## src/rtl/mult_pkg.sv

```systemverilog
package mult_pkg;
    typedef enum logic [1:0] {
        ST_IDLE  = 2'b00,
        ST_ADD   = 2'b01,
        ST_SHIFT = 2'b10
    } mstate_t;
endpackage

```

## src/rtl/mult_iter_cnt.sv

```systemverilog
module mult_iter_cnt #(
    parameter int W = 8,
    localparam int CW = (W > 1) ? $clog2(W) : 1
) (
    input  logic clk,
    input  logic rst,
    input  logic load,
    input  logic dec,
    output logic is_zero
);
    localparam logic [CW-1:0] START_VAL = CW'(W - 1);
    logic [CW-1:0] cnt_q;

    always_ff @(posedge clk) begin
        if (rst)       cnt_q <= '0;
        else if (load) cnt_q <= START_VAL;
        else if (dec)  cnt_q <= cnt_q - 1'b1;
    end

    assign is_zero = (cnt_q == '0);

    // a fresh start reloads the full iteration count
    a_r5_cnt_reload: assert property (@(posedge clk) disable iff (rst)
        load |=> (cnt_q == START_VAL));
    // each shift step lowers the count by one
    a_r5_cnt_step: assert property (@(posedge clk) disable iff (rst)
        (dec && !load && !is_zero) |=> (cnt_q == $past(cnt_q) - 1'b1));
endmodule

```

## src/rtl/mult_datapath.sv

```systemverilog
module mult_datapath #(
    parameter int W = 8
) (
    input  logic         clk,
    input  logic         rst,
    input  logic [W-1:0] din,
    input  logic         ld_mcand,
    input  logic         ld_mplier,
    input  logic         init,
    input  logic         add_en,
    input  logic         clr_c,
    input  logic         shift_dec,
    output logic         q_lsb,
    output logic [2*W-1:0] product
);
    logic [W-1:0] b_q, a_q, q_q;
    logic         c_q;
    logic [W-1:0] sum;
    logic [W:0]   carry;

    // ripple-carry parallel adder A + B
    assign carry[0] = 1'b0;
    for (genvar i = 0; i < W; i++) begin : g_fa
        assign sum[i]     = a_q[i] ^ b_q[i] ^ carry[i];
        assign carry[i+1] = (a_q[i] & b_q[i]) | (carry[i] & (a_q[i] ^ b_q[i]));
    end

    always_ff @(posedge clk) begin
        if (ld_mcand) b_q <= din;
    end

    always_ff @(posedge clk) begin
        if (ld_mplier)      q_q <= din;
        else if (shift_dec) q_q <= {a_q[0], q_q[W-1:1]};
    end

    always_ff @(posedge clk) begin
        if (rst) begin
            a_q <= '0;
            c_q <= 1'b0;
        end else begin
            if (init)           a_q <= '0;
            else if (add_en)    a_q <= sum;
            else if (shift_dec) a_q <= {c_q, a_q[W-1:1]};

            if (clr_c)          c_q <= 1'b0;
            else if (add_en)    c_q <= carry[W];
        end
    end

    assign q_lsb   = q_q[0];
    assign product = {a_q, q_q};

    // starting a multiply empties the accumulator
    a_r3_init_clears: assert property (@(posedge clk) disable iff (rst)
        init |=> (a_q == '0));
    // the shift step always leaves the carry cleared
    a_r6_carry_cleared: assert property (@(posedge clk) disable iff (rst)
        shift_dec |=> (c_q == 1'b0));
    // with no load and no shift the multiplier register holds
    a_r8_q_hold: assert property (@(posedge clk) disable iff (rst)
        (!ld_mplier && !shift_dec) |=> $stable(q_q));
    // with no control active the accumulator holds
    a_r8_a_hold: assert property (@(posedge clk) disable iff (rst)
        (!init && !add_en && !shift_dec) |=> $stable(a_q));
endmodule

```

## src/rtl/mult_ctrl.sv

```systemverilog
module mult_ctrl
    import mult_pkg::*;
(
    input  logic clk,
    input  logic rst,
    input  logic go,
    input  logic q_lsb,
    input  logic p_zero,
    output logic init,
    output logic add_en,
    output logic clr_c,
    output logic shift_dec,
    output logic busy,
    output logic done
);
    mstate_t state_q, state_d;
    logic    done_q;

    always_comb begin
        state_d = ST_IDLE;
        unique case (state_q)
            ST_IDLE:  state_d = go ? ST_ADD : ST_IDLE;
            ST_ADD:   state_d = ST_SHIFT;
            ST_SHIFT: state_d = p_zero ? ST_IDLE : ST_ADD;
            default:  state_d = ST_IDLE;
        endcase
    end

    always_ff @(posedge clk) begin
        if (rst) begin
            state_q <= ST_IDLE;
            done_q  <= 1'b0;
        end else begin
            state_q <= state_d;
            done_q  <= (state_q == ST_SHIFT) && p_zero;
        end
    end

    always_comb begin
        init      = 1'b0;
        add_en    = 1'b0;
        clr_c     = 1'b0;
        shift_dec = 1'b0;
        unique case (state_q)
            ST_IDLE: begin
                init  = go;
                clr_c = go;
            end
            ST_ADD: add_en = q_lsb;
            ST_SHIFT: begin
                clr_c     = 1'b1;
                shift_dec = 1'b1;
            end
            default: ;
        endcase
    end

    assign busy = (state_q == ST_ADD) || (state_q == ST_SHIFT);
    assign done = done_q;

    // done lasts exactly one cycle
    a_r5_done_pulse: assert property (@(posedge clk) disable iff (rst)
        done |=> !done);
    // every add step is followed by a shift step
    a_r5_add_then_shift: assert property (@(posedge clk) disable iff (rst)
        (state_q == ST_ADD) |=> (state_q == ST_SHIFT));
    // go in IDLE starts the run
    a_r3_go_starts: assert property (@(posedge clk) disable iff (rst)
        (state_q == ST_IDLE && go) |=> busy);
    // no go keeps the block idle
    a_r10_stay_idle: assert property (@(posedge clk) disable iff (rst)
        (state_q == ST_IDLE && !go) |=> !busy);
    // go in the middle of a run does not restart it
    a_r7_go_ignored: assert property (@(posedge clk) disable iff (rst)
        (state_q == ST_ADD && go) |=> (state_q == ST_SHIFT));
endmodule

```

## src/rtl/shiftadd_mult.sv

```systemverilog
module shiftadd_mult #(
    parameter int W = 8
) (
    input  logic           clk,
    input  logic           rst,
    input  logic [W-1:0]   din,
    input  logic           ld_mcand,
    input  logic           ld_mplier,
    input  logic           go,
    output logic           busy,
    output logic           done,
    output logic [2*W-1:0] product
);
    logic init, add_en, clr_c, shift_dec, q_lsb, p_zero;

    mult_ctrl u_ctrl (
        .clk       (clk),
        .rst       (rst),
        .go        (go),
        .q_lsb     (q_lsb),
        .p_zero    (p_zero),
        .init      (init),
        .add_en    (add_en),
        .clr_c     (clr_c),
        .shift_dec (shift_dec),
        .busy      (busy),
        .done      (done)
    );

    mult_iter_cnt #(.W(W)) u_cnt (
        .clk     (clk),
        .rst     (rst),
        .load    (init),
        .dec     (shift_dec),
        .is_zero (p_zero)
    );

    mult_datapath #(.W(W)) u_dp (
        .clk       (clk),
        .rst       (rst),
        .din       (din),
        .ld_mcand  (ld_mcand),
        .ld_mplier (ld_mplier),
        .init      (init),
        .add_en    (add_en),
        .clr_c     (clr_c),
        .shift_dec (shift_dec),
        .q_lsb     (q_lsb),
        .product   (product)
    );

    // the accumulator half reads zero right after reset
    a_r1_reset_clear: assert property (@(posedge clk)
        rst |=> (product[2*W-1:W] == '0 && !busy && !done));
endmodule

```

## config.mk

```make
export PLATFORM = sky130hd
export DESIGN_NAME = shiftadd_mult
export DESIGN_NICKNAME = d
export VERILOG_FILES = /design/src/rtl/mult_pkg.sv /design/src/rtl/mult_iter_cnt.sv /design/src/rtl/mult_datapath.sv /design/src/rtl/mult_ctrl.sv /design/src/rtl/shiftadd_mult.sv
export SDC_FILE = /design/constraint.sdc
export NUM_CORES = 1
export LEC_CHECK = 0
export ABC_AREA = 1
export CAP_MARGIN = 20
export CORE_UTILIZATION = 45
export CTS_CLUSTER_SIZE = 28
export DETAILED_ROUTE_END_ITERATION = 16
export HOLD_SLACK_MARGIN = 0.05
export PLACE_DENSITY_LB_ADDON = 0.08
export REMOVE_ABC_BUFFERS = 1
export SLEW_MARGIN = 20
export SYNTH_ARGS = -nofsm -noshare
export SYNTH_HDL_FRONTEND = slang
export SYNTH_HIERARCHICAL = 1
export SYNTH_SLANG_ARGS = --single-unit
```

## constraint.sdc

```tcl
create_clock -name clk -period 4.9 [get_ports clk]
set_input_delay 0.98 -clock clk [delete_from_list [all_inputs] [get_ports clk]]
set_output_delay 0.98 -clock clk [all_outputs]
set_load 0.02 [all_outputs]
```

==> metrics, run 1 <==
worst rel slew slack 0.461; initial core utilization 0.474; Placed Area 0.00192 mm2; crit path DAT 3870 ps; Max Slew Vio Count 0; synth unique cells 21; clk_lat worst skew 330 ps; Detailed Route WL 3.04 mm; commonest non-fill, non-tap cell in the layout nand2_1; H-tree levels 2; die height 61.5 um; f_max 279 MHz; RSZ-0062 raised after global routing no; critical path class register to register; setup tns final 0 ps; drt initial violations 76; Hold Buf Count CTS 0; maxcap violations 0; area grow syn2layout 23.5%; leading cell types in the layout, fill and taps excluded 70 x nand2_1, 32 x inv_1, 30 x clkdlybuf4s50_1, 16 x edfxtp_1, 15 x dfxtp_1; Row Count 21; P_leak 0.887 nW; Final Setup Violations 0; Routability Congestion 0.728; warnings from Yosys 6; fin crit share 0.732; Core Area 0.00336 mm2; DRC viols 0; Place WS 1340 ps; Post-CTS Setup Bufs 0; synthesized area per cell 8.91 um2; Tightest Pin Transition 809 ps; nets 240; cells after synthesis 179; ANT cells 0; layout cells sized above 1 0.0516; Clock Sinks 31; routed via count 1,195; fin area 0.00197 mm2; status complete, no violations; Final WS setup 1310 ps; critical path's largest stage delay 410 ps; CP max stage cell fa_1; post-layout util 0.586; minimum clock period 3590 ps; TritonCTS clock tree done; register bit total from synthesis 31; Cell Area, Synth 0.00159 mm2; input/output buffers 30; Fin Hold WS 518 ps; Max VDD drop 0.185 mV; global-route wire length before repair 5.03 mm; CTS buffer count 5; Crit. End Element register; register area share after synthesis 0.490; largest net degree at the start of global routing 19; I/O pin cnt 31; number of global-route vias before repair 1,125; Max clock buf depth 2; gr usage total 0.192; Fillers 331; Worst Skew 4.15 ps; Startpoint Class register; PostCTS Resize Cnt 0; hold violation count in the final report 0; Routed WL per cell 11.7 um; DR pass1 iterations 4; class of the worst hold path register to register; PwrDens 275 mW/mm2; DRT antenna net count 0; mean number of vias per cell 4.61; Crit path top cell by count fa_1; Die Span X 61.5 um; Req. time, crit path 5180 ps; grt total ovfl 0; Worst-path clk slew 90 ps; worst-path cell chain ha_1 > fa_1 > fa_1 > fa_1 > inv_1 > fa_1 > inv_1 > fa_1 > fa_1 > inv_1 > fa_1 > inv_1 > nand2_1 > nand3_1 > nand2_1 > inv_1; DIE AREA 0.00378 mm2; Root Buffer clkbuf_4; initial antenna violation count 0; DPL Wire Length 2.21 mm; critical path peak fanout 1
-- power by group --
part	internal [W]	total, W	leakage (nW)	switching (W)
combinational	0.0000431	0.0000987	0.579	0.0000556
sequential	0.000292	0.000303	0.281	0.0000111
clock	0.0000531	0.000139	0.0273	0.0000857
-- cell type report --
cell class                      instances  area (um2)  share of cell area
Clock inverter                          2        7.51             0.00381
Multi-Input combinational cell        109         648               0.329
Clock buffer                            6        41.3              0.0210
Timing Repair Buffer                   30         300               0.152
Sequential cell                        31         781               0.396
Tap cell                               46        57.6              0.0292
Inverter                               35         134              0.0680
-- stage by stage --
| stage | total power (W) | cells |
|---|---|---|
| after detailed placement | 0.000408 | 251 |
| after CTS | 0.000549 | 259 |
| after global routing | 0.000573 | 259 |
| after global placement | 0.000404 | 251 |
| final | 0.000541 | 259 |
| after floorplan | 0.000364 | 175 |
-- synth_stat cells (all sizes together) --
master	n	share of area
a21oi	8	0.027
buf	4	0.020
clkinv	1	0.0024
dfxtp	15	0.19
edfxtp	16	0.30
fa	7	0.088
ha	8	0.063
inv	34	0.082
nand2	70	0.16
nand3	7	0.022
nor2	4	0.020
nor3	1	0.0063
o21ai	3	0.012
or2	1	0.0039
-- layer usage --
layer,track usage,vias up,share of wire
met5,0,-,0
met4,0.0762,0,0.017
met3,0.0651,5,0.065
met2,0.306,39,0.47
met1,0.240,542,0.44
li1,-,609,-
-- registers in the layout, indices dropped and copies added, names as in the netlist --
signal / count
u_ctrl/state_q: 2
u_ctrl/done: 1
u_dp/c_q: 1
u_dp/b_q: 8
u_dp/q_q: 8
u_dp/a_q: 8
u_cnt/cnt_q: 3
-- cells by family after synthesis --
| kind of cell | Yosys count | synth area share |
|---|---|---|
| DFF | 31 | 0.490 |
| and+or+nand+nor | 83 | 0.217 |
| buffers and inverters | 39 | 0.104 |
| AOI/OAI and AO/OA | 11 | 0.0392 |
| adders and majority gates | 15 | 0.151 |
-- worst max-delay path: cells and delay by family, from the launching register on --
kind | cells | cell delay (ps)
flip-flops | 1 | 380
buffers and inverters | 5 | 300
adder cells (fa/ha/maj) | 8 | 2670
AND/OR/NAND/NOR | 3 | 190
-- final timing paths --
kind                                 start                       end  slack [ps]  depth (start not counted)
setup / recovery     u_dp/b_q[0]$_DFFE_PP_  u_dp/a_q[7]$_SDFFE_PP0P_        1310                         16
hold / removal    u_dp/a_q[4]$_SDFFE_PP0P_  u_dp/a_q[4]$_SDFFE_PP0P_         520                          2
setup reg to reg     u_dp/b_q[0]$_DFFE_PP_  u_dp/a_q[7]$_SDFFE_PP0P_        1310                         16
hold reg to reg   u_dp/a_q[4]$_SDFFE_PP0P_  u_dp/a_q[4]$_SDFFE_PP0P_         520                          2
No activity file was read; power rests on OpenSTA's default activity.
==> inputs of run 2 (changes only) <==
Clock period 4.9 ns to 3.62 ns, I/O delays scaled along.
==> run 2 against run 1 <==
Compared with the run above:
- combinational power rose by 36%
- clock-buffer cell count fell by 1
- die area stayed put
- non-clock buffer count unchanged
- largest cell class unchanged
- clock power rose by 44%
- flip-flop and latch count stayed put
- clock skew is 9.7 ps higher
- hold slack got worse by 5.2 ps
- via count grew 0.75%
- total power rose by 38%
- critical path type unchanged
- worst setup slack lost 1100 ps
- fmax grew 5.9%
==> metrics, run 2 (synthesis gave the netlist of run 1 again) <==
status complete, no violations; initial antenna violation count 0; initial core utilization 0.474; gr usage total 0.199; H-tree levels 2; leading cell types in the layout, fill and taps excluded 70 x nand2_1, 31 x inv_1, 30 x clkdlybuf4s50_1, 16 x edfxtp_1, 14 x dfxtp_1; ANT cells 0; largest net degree at the start of global routing 19; Final WS setup 231 ps; DR pass1 iterations 4; DIE AREA 0.00378 mm2; largest registers u_dp/a_q x8, u_dp/b_q x8, u_dp/q_q x8; hold violation count in the final report 0; area grow syn2layout 25.3%; Routability Congestion 0.729; Req. time, crit path 3900 ps; Place WS 53.2 ps; minimum clock period 3390 ps; Final Setup Violations 0; critical path class register to register; Max VDD drop 0.238 mV; DRT antenna net count 0; Flop pwr share 0.552; Startpoint Class register; DRC viols 0; die height 61.5 um; DPL Wire Length 2.22 mm; maxcap violations 0; CP bufs+invs 5; RSZ-0062 raised after global routing no; grt total ovfl 0; clk_lat worst skew 340 ps; Detailed Route WL 3.04 mm; Post-CTS Setup Bufs 0; worst rel slew slack 0.467; nets 240; layout cells sized above 1 0.103; Crit. End Element register; commonest non-fill, non-tap cell in the layout nand2_1; number of global-route vias before repair 1,150; CTS buffer count 5; worst-path cell chain ha_2 > fa_2 > fa_2 > fa_1 > inv_1 > fa_1 > inv_1 > fa_2 > fa_2 > inv_2 > fa_1 > inv_1 > nand2_1 > nand3_2 > nand2_1 > inv_1; critical path's largest stage delay 390 ps; class of the worst hold path register to register; critical path peak fanout 1; Internal 0.000529 W; Power, Total 0.000746 W; PwrDens 374 mW/mm2; f_max 295 MHz; Psw 0.000217 W; Tightest Pin Transition 799 ps; Hold Buf Count CTS 0; crit path DAT 3670 ps; Comb power frac 0.180; Die Span X 61.5 um; drt initial violations 66; I/O pin cnt 31; delay-heaviest family, CP adder cells; fin crit share 0.936; TritonCTS clock tree done; switch share 0.291; CP max stage cell edfxtp_1; routed via count 1,204; Row Count 21; setup tns final 0 ps; Fillers 335; Worst-path clk slew 110 ps; mean number of vias per cell 4.65; Routed WL per cell 11.7 um; P_leak 0.886 nW; Max clock buf depth 2; Clock Sinks 31; Root Buffer clkbuf_4; Worst Skew 13.9 ps; Max Slew Vio Count 0; input/output buffers 30; Clock power frac 0.268; Core Area 0.00336 mm2; flop2flop setup slack 230 ps; global-route wire length before repair 5.11 mm
run 2: changes by cell type in the layout (fill, tap and decap cells not counted), sizes merged:
cell and delta:
clkinv -1, clkbuf -1, clkinvlp +2
run 2: per-layer routing:
metal	vias up	wire length, um	GRT usage
met5	-	0	0
met4	0	57	0.0921
met3	5	196	0.0861
met2	39	1430	0.301
met1	549	1360	0.245
li1	611	-	-
run 2: power by group through the flow:
| stage | logic [W] | registers, W | clock network, W |
|---|---|---|---|
| 5_1_grt | 0.000152 | 0.000415 | 0.000225 |
| 2_1_floorplan | 0.0000634 | 0.000429 | 0 |
| 4_1_cts | 0.000134 | 0.000411 | 0.000211 |
| 3_5_place_dp | 0.000132 | 0.000419 | 0 |
| 3_3_place_gp | 0.000130 | 0.000418 | 0 |
| 6_report | 0.000134 | 0.000412 | 0.000200 |
run 2: through the flow:
stage	util	cell area (um2)	hold slack [ps]	instances
finish	0.594	2000	513	259
global route	0.594	2000	541	259
CTS	0.588	1980	519	259
detailed placement	0.571	1920	504	251
global placement	0.571	1920	488	251
floorplan	-	1560	515	175
run 2: timing repair:
item,CTS,global route
gates resized for setup,0,8
endpoints found under the hold margin,0,0
setup endpoints to repair,0,1
run 2: path summary, 6_finish.rpt:
kind | endpoint | from | cells after the start
hold reg to reg | u_dp/a_q[4]$_SDFFE_PP0P_ | u_dp/a_q[4]$_SDFFE_PP0P_ | 2
setup reg to reg | u_dp/a_q[7]$_SDFFE_PP0P_ | u_dp/b_q[0]$_DFFE_PP_ | 16
hold / removal | u_dp/a_q[4]$_SDFFE_PP0P_ | u_dp/a_q[4]$_SDFFE_PP0P_ | 2
setup / recovery | u_dp/a_q[7]$_SDFFE_PP0P_ | u_dp/b_q[0]$_DFFE_PP_ | 16
run 2: worst min-delay path, cell delays in order (launching register included):
cell     delay [ps]
dfxtp_1         350
nand2_1          70
a21oi_1          60
run 2: final cells by class:
type,count,area [um2],area share
sequential,31,782,0.392
multi-input combinational,109,666,0.333
timing repair buffer,30,300,0.150
inverter,35,134,0.0670
tap,46,57.6,0.0288
clock buffer,5,37.5,0.0188
clock inverter,3,20.0,0.0100
==> inputs of run 3 (changes only) <==
Settings changed: CORE_UTILIZATION 45 to 51, PLACE_DENSITY_LB_ADDON 0.08 to 0.1.
Clock period 3.62 ns to 3.75 ns, I/O delays scaled along.
==> run 3 against run 2 <==
Compared with the run above:
- first-iteration DRC count decreased by 20%
- critical endpoint unchanged
- final cell count decreased by 5.8%
- clock-buffer cell count unchanged
- combinational power decreased by 4%
- die area decreased by 11%
- hold slack got worse by 3.9 ps
- global-route usage increased by 0.73 points
- total power increased by 4.4%
- sequential power decreased by 4%
==> metrics, run 3 (synthesis gave the netlist of run 1 again) <==
wire length on met2 1.34 mm; placed cells 236; ANT cells 0; P_leak 0.901 nW; Final Setup Violations 0; DRC viols 0; f_max 282 MHz; Worst-path clk slew 100 ps; DRT met1 WL 1.36 mm; Internal 0.000575 W; worst r2r dst u_dp/a_q[7]$_SDFFE_PP0P_; global-route wire length before repair 4.95 mm; Root Buffer clkbuf_4; Tightest Pin Transition 767 ps; input/output buffers 30; die height 57.9 um; CTS buffer count 5; Reg2Reg Depth 16; Row Count 19; CP max stage cell fa_1; post-layout util 0.694; RSZ-0062 raised after global routing no; clk_lat worst skew 330 ps; Detailed Route WL 2.93 mm; Place WS 192 ps; routed via count 1,188; commonest non-fill, non-tap cell in the layout nand2_1; crit path DAT 3820 ps; Psw 0.000204 W; nets 240; Crit. Startpoint u_dp/b_q[0]$_DFFE_PP_; hold violation count in the final report 0; Crit path top cell by count fa_1; Max VDD drop 0.238 mV; initial core utilization 0.559; area grow syn2layout 24.3%; Worst Skew 9.32 ps; fin crit share 0.944; Post-CTS Setup Bufs 0; initial antenna violation count 0; Max Slew Vio Count 0; critical path peak fanout 1; DIE AREA 0.00335 mm2; DRT antenna net count 0; class of the worst hold path register to register; met3 wire len 185 um; largest registers u_dp/a_q x8, u_dp/b_q x8, u_dp/q_q x8; Comb power frac 0.166; mean number of vias per cell 4.87; Req. time, crit path 4030 ps; gr usage total 0.206; Crit. End Element register; top sig layer met4; largest net degree at the start of global routing 19; DPL Wire Length 2.15 mm; status complete, no violations; layout cells sized above 1 0.0657; drt initial violations 53; number of global-route vias before repair 1,174; minimum clock period 3540 ps; leading cell types in the layout, fill and taps excluded 70 x nand2_1, 32 x inv_1, 30 x clkdlybuf4s50_1, 16 x edfxtp_1, 15 x dfxtp_1; Flop pwr share 0.508; Routed WL per cell 12.0 um; Clock Sinks 31; critical path class register to register; CP endpoint u_dp/a_q[7]$_SDFFE_PP0P_; Die Span X 57.9 um; worst-path cell chain ha_1 > fa_1 > fa_2 > fa_1 > inv_1 > fa_1 > inv_1 > fa_1 > fa_1 > inv_1 > fa_1 > inv_1 > nand2_1 > nand3_1 > nand2_1 > inv_1; I/O pin cnt 31; grt total ovfl 0; Final WS setup 208 ps; worst hold stages 2; TritonCTS clock tree done; maxcap violations 0; Routability Congestion 0.762; non-filler cells, final 244; DR pass1 iterations 4; PwrDens 393 mW/mm2; Max clock buf depth 2; R2R Path Start u_dp/b_q[0]$_DFFE_PP_; switch share 0.262; critical path's largest stage delay 400 ps; Startpoint Class register; Clock power frac 0.326; setup tns final 0 ps; worst rel slew slack 0.488; flop2flop setup slack 210 ps; Core Area 0.00285 mm2; H-tree levels 2
==> run 3: changes by cell type in the layout (fill, tap and decap cells not counted), sizes merged <==
cell      change
clkinvlp      -2
clkinv        +1
bufinv        +1
==> run 3: area by class of cell <==
type / instances / area (um2)
tap: 31 / 38.8
inverter: 35 / 134
timing repair buffer: 30 / 300
multi-input combinational: 109 / 651
clock inverter: 3 / 38.8
clock buffer: 5 / 37.5
fill: 230 / 872
sequential: 31 / 781
==> run 3: per-layer routing <==
| metal | vias to the layer above | global-route usage |
|---|---|---|
| li1 | 607 | - |
| met5 | - | 0 |
| met4 | 0 | 0.129 |
| met1 | 541 | 0.247 |
| met2 | 35 | 0.305 |
| met3 | 5 | 0.0871 |
==> run 3: worst max-delay path, delay by kind of cell, from the launching register on <==
kind	cells	cell delay, ps
adder cells (fa/ha/maj)	8	2600
buffers and inverters	5	310
AND/OR/NAND/NOR	3	190
flip-flops	1	380
==> run 3: power groups by stage <==
stage,clock (W),combinational [W],sequential [W]
after global routing,0.000276,0.000145,0.000399
final,0.000254,0.000129,0.000396
after CTS,0.000263,0.000129,0.000396
after global placement,0,0.000124,0.000403
after detailed placement,0,0.000128,0.000404
after floorplan,0,0.0000612,0.000414
==> run 3: how the worst min path moves through the flow <==
stage | from | end | slack, ps
3_5_place_dp | u_dp/a_q[4]$_SDFFE_PP0P_ | u_dp/a_q[4]$_SDFFE_PP0P_ | 500
2_1_floorplan | u_cnt/cnt_q[1]$_SDFFE_PP0P_ | u_cnt/cnt_q[1]$_SDFFE_PP0P_ | 510
6_report | u_dp/a_q[4]$_SDFFE_PP0P_ | u_dp/a_q[4]$_SDFFE_PP0P_ | 510
3_3_place_gp | u_dp/a_q[4]$_SDFFE_PP0P_ | u_dp/a_q[4]$_SDFFE_PP0P_ | 490
4_1_cts | u_dp/a_q[4]$_SDFFE_PP0P_ | u_dp/a_q[4]$_SDFFE_PP0P_ | 510
5_1_grt | u_dp/a_q[4]$_SDFFE_PP0P_ | u_dp/a_q[4]$_SDFFE_PP0P_ | 560
==> run 3: through the flow <==
stage                     cell area, um2  total power, W  hold WS, ps
after global routing                1980        0.000820          561
final                               1980        0.000779          509
after global placement              1900        0.000527          487
after CTS                           1980        0.000788          515
after floorplan                     1560        0.000476          515
after detailed placement            1900        0.000532          499
==> run 3: what timing repair did <==
item,in CTS,in global routing
endpoints found under the setup margin,0,1
hold buffers,0,0
resized for setup,0,1
